## config.mk

```make
export PLATFORM = sky130hd
export DESIGN_NAME = bmcEncoder
export DESIGN_NICKNAME = d
export VERILOG_FILES = /design/src/rtl/bmcPkg.sv /design/src/rtl/bmcCtrl.sv /design/src/rtl/bmcDatapath.sv /design/src/rtl/bmcEncoder.sv
export SDC_FILE = /design/constraint.sdc
export NUM_CORES = 1
export LEC_CHECK = 0
export CAP_MARGIN = 10
export CORE_AREA = 2 2 39 41
export CTS_BUF_LIST = sky130_fd_sc_hd__clkbuf_4
export CTS_CLUSTER_DIAMETER = 150
export DETAILED_ROUTE_END_ITERATION = 10
export DIE_AREA = 0 0 41 43
export RECOVER_POWER = 50
export REMOVE_ABC_BUFFERS = 1
export SYNTH_ARGS = -nofsm -noshare
export SYNTH_HDL_FRONTEND = slang
export SYNTH_SLANG_ARGS = --single-unit
```

## constraint.sdc

```tcl
create_clock -name clk -period 1.02 [get_ports clk]
set_clock_uncertainty 0.1 [all_clocks]
set_input_delay 0.102 -clock clk [delete_from_list [all_inputs] [get_ports clk]]
set_output_delay 0.102 -clock clk [all_outputs]
set_load 0.01 [all_outputs]
```

## src/rtl/bmcPkg.sv

```systemverilog
package bmcPkg;
  // Strobes passed from control to datapath, valid for one system clock.
  typedef struct packed {
    logic bitStart;     // half-cell clock rose: new bit cell
    logic midCell;      // half-cell clock fell: middle of the cell
    logic sampledData;  // data bit sampled alongside the half-cell clock
  } bmcStrobeT;
endpackage

```

## src/rtl/bmcCtrl.sv

```systemverilog
module bmcCtrl
  import bmcPkg::*;
#(
  parameter int SYNC_STAGES = 1
) (
  input  logic      clk,
  input  logic      rst,
  input  logic      halfClkIn,
  input  logic      dataIn,
  output bmcStrobeT strobe
);
  localparam int LAST = SYNC_STAGES - 1;

  logic [SYNC_STAGES-1:0] clkSync;
  logic [SYNC_STAGES-1:0] dataSync;
  logic                   clkPrev;

  // Sampling chain; data travels beside the clock so they stay aligned.
  genvar i;
  generate
    for (i = 0; i < SYNC_STAGES; i++) begin : g_stage
      if (i == 0) begin : g_first
        always_ff @(posedge clk) begin
          if (rst) begin
            clkSync[i]  <= 1'b0;
            dataSync[i] <= 1'b0;
          end else begin
            clkSync[i]  <= halfClkIn;
            dataSync[i] <= dataIn;
          end
        end
      end else begin : g_next
        always_ff @(posedge clk) begin
          if (rst) begin
            clkSync[i]  <= 1'b0;
            dataSync[i] <= 1'b0;
          end else begin
            clkSync[i]  <= clkSync[i-1];
            dataSync[i] <= dataSync[i-1];
          end
        end
      end
    end
  endgenerate

  always_ff @(posedge clk) begin
    if (rst) clkPrev <= 1'b0;
    else     clkPrev <= clkSync[LAST];
  end

  always_comb begin
    strobe.bitStart    = clkSync[LAST] & ~clkPrev;
    strobe.midCell     = ~clkSync[LAST] & clkPrev;
    strobe.sampledData = dataSync[LAST];
  end
endmodule

```

## src/rtl/bmcDatapath.sv

```systemverilog
module bmcDatapath
  import bmcPkg::*;
(
  input  logic      clk,
  input  logic      rst,
  input  bmcStrobeT strobe,
  output logic      lineOut
);
  logic bitLatch;
  logic lineReg;

  always_ff @(posedge clk) begin
    if (rst) begin
      bitLatch <= 1'b0;
      lineReg  <= 1'b0;
    end else if (strobe.bitStart) begin
      bitLatch <= strobe.sampledData;
      lineReg  <= ~lineReg;
    end else if (strobe.midCell && bitLatch) begin
      lineReg  <= ~lineReg;
    end
  end

  assign lineOut = lineReg;

  // reset drives the line low.
  p_reset_low_r1: assert property (@(posedge clk) rst |=> !lineReg)
    else $error("R1 line not low after reset");

  // a cell start always inverts the line.
  p_start_toggle_r2: assert property (@(posedge clk) disable iff (rst)
    strobe.bitStart |=> lineReg != $past(lineReg))
    else $error("R2 missing boundary inversion");

  // a captured 1 inverts the line at mid-cell.
  p_mid_one_r3: assert property (@(posedge clk) disable iff (rst)
    (strobe.midCell && bitLatch) |=> lineReg != $past(lineReg))
    else $error("R3 missing mid-cell inversion");

  // a captured 0 holds the line at mid-cell.
  p_mid_zero_r4: assert property (@(posedge clk) disable iff (rst)
    (strobe.midCell && !bitLatch) |=> $stable(lineReg))
    else $error("R4 unexpected mid-cell inversion");

  // no half-cell edge, no line change.
  p_quiet_r6: assert property (@(posedge clk) disable iff (rst)
    (!strobe.bitStart && !strobe.midCell) |=> $stable(lineReg))
    else $error("R6 line moved without an edge");
endmodule

```

## src/rtl/bmcEncoder.sv

```systemverilog
module bmcEncoder
  import bmcPkg::*;
#(
  parameter int SYNC_STAGES = 1
) (
  input  logic clk,
  input  logic rst,
  input  logic halfClkIn,
  input  logic dataIn,
  output logic lineOut
);
  bmcStrobeT strobe;

  bmcCtrl #(.SYNC_STAGES(SYNC_STAGES)) u_ctrl (
    .clk       (clk),
    .rst       (rst),
    .halfClkIn (halfClkIn),
    .dataIn    (dataIn),
    .strobe    (strobe)
  );

  bmcDatapath u_data (
    .clk     (clk),
    .rst     (rst),
    .strobe  (strobe),
    .lineOut (lineOut)
  );
endmodule

```

==> results of run 1 <==
==> kinds of logic after synthesis <==
group / count (synthesis)
mux: 1
flops: 5
compound gates: 1
simple gates: 8
==> report_power, final <==
group	internal (µW)	switching [µW]	leakage (µW)
Combinational	28.0	14.9	0.0000520
Sequential	207	5.41	0.0000415
Clock	174	76.4	0.0000184
==> worst max-delay path, delay by kind of cell (launching register included) <==
family	cells	cell delay, ps
AO/OA/AOI/OAI	1	140
flip-flops	1	360
AND/OR/NAND/NOR	2	260
==> metal layers <==
metal | vias to the layer above | GRT usage [%] | wire, µm
li1 | 67 | - | -
met4 | 0 | 4.00 | 0
met1 | 55 | 3.87 | 126
met3 | 0 | 7.85 | 39
met5 | - | 0 | 0
met2 | 7 | 4.06 | 119
==> final cells by class <==
| cell class | instances | area (µm²) | area share, % |
|---|---|---|---|
| Sequential cell | 5 | 101 | 36.7 |
| Clock buffer | 4 | 30.0 | 10.9 |
| Tap cell | 16 | 20.0 | 7.24 |
| Timing Repair Buffer | 5 | 42.5 | 15.4 |
| Multi-Input combinational cell | 10 | 82.6 | 29.9 |
==> cell usage after synthesis, drive strengths merged <==
cell type	instances
nor3	2
o21a	1
dfxtp	5
and3b	1
mux2i	1
nor2	1
nor2b	4
==> per-stage QoR <==
stage	total power, µW	setup slack [ps]	area (µm²)
2_1_floorplan	231	98.1	173
3_3_place_gp	256	-8.94	240
3_5_place_dp	257	-20.8	240
4_1_cts	519	6.56	270
5_1_grt	538	-2.33	277
6_report	506	50.3	277
==> what timing repair did <==
item                       in CTS  in global routing
gates resized for setup         2                  4
hold buffers                    0                  0
setup endpoints to repair       1                  3
==> registers in the layout, summed over array words and instances (netlist names) <==
| name | flops |
|---|---|
| u_ctrl.clkPrev | 1 |
| u_ctrl.dataSync | 1 |
| u_data.lineOut | 1 |
| u_ctrl.clkSync | 1 |
| u_data.bitLatch | 1 |
==> cells in the final DEF (no fill, tap or decap) <==
cell type        synthesis  final
buf_4                    0      1
nor2b_1                  3      3
nor2b_4                  0      1
nor2_1                   1      1
dfxtp_2                  0      1
clkdlybuf4s50_1          0      2
o21a_1                   1      1
clkbuf_2                 0      1
dfxtp_1                  5      4
clkbuf_4                 0      4
nor3_2                   1      2
dlygate4sd3_1            0      1
mux2i_1                  1      1
and3b_1                  1      1
==> how the worst max path moves through the flow <==
stage	start	to	slack [ps]	cells after the start
2_1_floorplan	u_ctrl.clkSync$_SDFF_PP0_	u_data.lineOut$_SDFFE_PP0P_	100	3
3_3_place_gp	u_data.lineOut$_SDFFE_PP0P_	lineOut	-9	1
3_5_place_dp	u_data.lineOut$_SDFFE_PP0P_	lineOut	-20	1
4_1_cts	u_data.lineOut$_SDFFE_PP0P_	lineOut	7	1
5_1_grt	u_ctrl.clkPrev$_SDFF_PP0_	u_data.lineOut$_SDFFE_PP0P_	-2	3
6_report	u_ctrl.clkPrev$_SDFF_PP0_	u_data.lineOut$_SDFFE_PP0P_	50	3
==> metrics, run 1 <==
CP endpoint kind flip-flop; share of cells above drive strength 1 a little over two fifths; first-pass GRT wire length around 430 µm; Post-route DRC 0; post-synth cell types 9; Post-Synthesis Cells 15; Post-Synth Adder-Cell Area 0%; main combinational cell family by area after synthesis simple AND/OR/NAND/NOR gates; # IOs 5; nets 29; Synth area leaders dfxtp_1 (58%), nor2b_1 (11%), mux2i_1 (5.8%), nor3_2 (5.8%), and3b_1 (5.1%); Avg Inst Size Synth around 12 µm²; diode count 0; Synth top area share about 58%; CTS clk-pin slew, worst paths about 40 ps; Leakage 0.000112 µW; Pins Over Slew Limit 0; TritonCTS clock tree yes; Die Width 41 µm; sequential fraction of the synthesis area around 58%; hold path start halfClkIn; via/cell ratio approximately 3.2; compound-cell area share of the yosys netlist under 10%; Mapped Area roughly 170 µm²; CP Class flip-flop to flip-flop; clk sinks 5; Hold Vio Cnt, Final 0; reg2reg end u_data.lineOut$_SDFFE_PP0P_; H-tree level count 1; root buf cell clkbuf_4; total global-route track usage 4.62%; dpl cells 36; critical path required time around 1000 ps; 1st-pass router iterations 1; post-synthesis simple-gate area fraction between 30% and 40%; Register-to-Register Path Depth 3; reg-to-reg slack, setup 50 ps; XOR/XNOR share of the synthesized area 0%; WHS Endpoint u_ctrl.clkSync$_SDFF_PP0_; initial core utilization approximately 12%; initial antenna violation count 0; CP max stage cell dfxtp_1; total number of vias approximately 130; startpoint types flip-flop; Final setup viols 0; Setup Fix Bufs, Post-CTS 0; post-synthesis mux area share about 5.8%; critical path fanouts, max 2; Rel. slew slack 86.4%; maximum vdd drop roughly 0.55 mV; Largest stage delay, worst path between 300 and 400 ps; crit path DAT about 1000 ps; hold_ws 311 ps; gpl congestion 0.688; core area ~1400 µm²; hold path depth 2; Area Growth Syn to Fin 60.1%; Rows 14; worst path cell trace and3b_1, o21a_1, nor3_2; grt ovf 0; Die Ht ~43 µm; Fmax 1030 MHz; Clock Tree Buf Depth 2; largest net degree at the start of global routing 6; post-route ant nets 0; Tmin final a little under 1000 ps; DRT iter0 DRCs 0; Port Buffers 4; YS warnings 0; Final period util roughly 95%; Die ar. roughly 1800 µm²; vias in the first global route between 100 and 150; Filler Cells Inserted about 150; Yosys reg bits 5; Synth area leader dfxtp_1; post-layout util between 10% and 20%; outcome finished, final reports clean; TritonCTS Buffers 3; Worst Max-Slew Pin Slew 204 ps; number of max-cap violations 0; Pwr per Cell Area 1830 nW/µm²; Finished Layout Cells 40; Clock Latency Late Sink roughly 240 ps; reg-to-reg critical path startpoint u_ctrl.clkPrev$_SDFF_PP0_; Hold Path Class primary input to flip-flop; drt wl/cell ~7.1 µm; Routed WL between 200 and 300 µm; Final TNS setup 0 ps
Note: power is estimated with default switching activity, not from simulation.
==> run 2, diff against run 1 <==
- CELL_PAD_IN_SITES_DETAIL_PLACEMENT: unset -> 0
- CELL_PAD_IN_SITES_GLOBAL_PLACEMENT: unset -> 2
- PLACE_DENSITY_LB_ADDON: unset -> 0.1
==> metrics, run 2 (same netlist as run 1, synthesis figures left out) <==
grt ovf 0; first-pass GRT wire length ~430 µm; drt wl/cell 6.90 µm; crit path DAT between 1000 and 1500 ps; Clock Latency Late Sink 240 ps; total number of vias ~130; DP Wirelength around 210 µm; RSZ-0062 raised after global routing yes; 1st-pass router iterations 2; startpoint types flip-flop; Worst Max-Slew Pin Slew between 200 and 250 ps; reg-to-reg slack, setup roughly 40 ps; Rel. slew slack a little under nine tenths; Post-route DRC 0; worst path cell trace nor2b_2, mux2i_1, nor2_1; nets 29; root buf cell clkbuf_4; core area approximately 1400 µm²; maximum vdd drop around 0.31 mV; initial antenna violation count 0; Hold Path Class primary input to flip-flop; gpl congestion between 0.5 and 0.6; most frequent cells in the layout dfxtp_1 (5), clkbuf_4 (4), nor2b_1 (3), clkdlybuf4s50_1 (3); end of the critical path u_data.bitLatch$_SDFFE_PP0P_; vias in the first global route 120; Multi-input gate area between 70 and 80 µm²; Setup Fix Bufs, Post-CTS 0; outcome finished, final reports clean; post-layout util between 10% and 20%; total global-route track usage 4.71%; Clock Tree Buf Depth 2; Largest stage delay, worst path 330 ps; via/cell ratio approximately 3.4; reg-to-reg critical path startpoint u_ctrl.clkSync$_SDFF_PP0_; Die Ht around 43 µm; commonest non-fill, non-tap cell in the layout dfxtp_1; critical path required time 1050 ps; Final TNS setup 0 ps; largest net degree at the start of global routing 6; clk sinks 5; Area Growth Syn to Fin 53.6%; Leakage between 0.0001 and 0.00015 µW; Pins Over Slew Limit 0; reg2reg end u_data.bitLatch$_SDFFE_PP0P_; Final period util a little over nine tenths; number of max-cap violations 0; Fmax roughly 1000 MHz; CP endpoint kind flip-flop; Port Buffers 4; final worst setup slack 40.2 ps; # IOs 5; diode count 0; Die Width a little over 40 µm; Register-to-Register Path Depth 3; Filler Cells Inserted around 150; critical path startpoint u_ctrl.clkSync$_SDFF_PP0_; CTS Hold Bufs 0; Die ar. roughly 1800 µm²; Worst Setup Slack post-DPL -21.0 ps; Pwr per Cell Area between 1500 and 2000 nW/µm²; initial core utilization 12.5%; critical path fanouts, max 3; H-tree level count 1; Rows 14; Routed WL approximately 280 µm; Tmin final ~980 ps; CTS clk-pin slew, worst paths approximately 40 ps; share of cells above drive strength 1 33.3%; FF/Latch Area between 100 and 150 µm²; TritonCTS Buffers 3; Hold Vio Cnt, Final 0; Final setup viols 0; DRT iter0 DRCs 1; CP max stage cell dfxtp_1; post-route ant nets 0; cts repair resizes 2; CP Class flip-flop to flip-flop; TritonCTS clock tree yes
[run 2: cell types whose count changed in the layout (fill, tap and decap cells not counted)]
cell,delta
clkdlybuf4s50_1,+1
dfxtp_1,+1
dfxtp_2,-1
dlygate4sd3_1,-1
nor2b_2,+1
nor2b_4,-1
nor3_1,+1
nor3_2,-1
[run 2: per-stage QoR]
step	power, µW	hold slack (ps)	instance area, µm²	cells
final	504	314	265	40
after global routing	537	318	265	40
after CTS	526	299	270	40
after detailed placement	258	366	240	36
after global placement	257	356	240	36
after floorplan	231	71.3	173	15
[run 2: routing by layer]
metal	share of wire, %	global-route usage, %	wire length (µm)	vias to the layer above
li1	-	-	-	69
met1	40	3.53	111	58
met2	47	4.69	131	5
met3	11	3.14	30	2
met4	1.4	10.0	4	0
met5	0	0	0	-
[run 2: power by group]
group	internal, µW	total, µW	switching [µW]
combinational	25.8	39.5	13.7
clock	174	254	79.8
sequential	206	211	4.46
[run 2: worst max-delay path, delay by kind of cell (launching register included)]
family / cells / cell delay [ps]
muxes: 1 / 200
and+or+nand+nor: 2 / 250
DFF: 1 / 330
[run 2: worst min path at each step]
stage / from / endpoint / slack, ps / depth (start not counted)
detailed placement: u_ctrl.dataSync$_SDFF_PP0_ / u_data.bitLatch$_SDFFE_PP0P_ / 370 / 2
floorplan: rst / u_data.lineOut$_SDFFE_PP0P_ / 70 / 1
global route: dataIn / u_ctrl.dataSync$_SDFF_PP0_ / 320 / 2
CTS: dataIn / u_ctrl.dataSync$_SDFF_PP0_ / 300 / 2
global placement: u_ctrl.dataSync$_SDFF_PP0_ / u_data.bitLatch$_SDFFE_PP0P_ / 360 / 2
finish: dataIn / u_ctrl.dataSync$_SDFF_PP0_ / 310 / 2
[run 2: final cells by class]
class / instances / area share [%]
clock buffers: 4 / 11.3
multi-input cells: 10 / 27.4
flip-flops and latches: 5 / 37.7
well taps: 16 / 7.55
repair buffers: 5 / 16.0
==> run 3, diff against run 2 <==
- TNS_END_PERCENT: unset -> 30
==> results of run 3 <==
No change in the layout: final DEF, timing and power equal those of run 2.
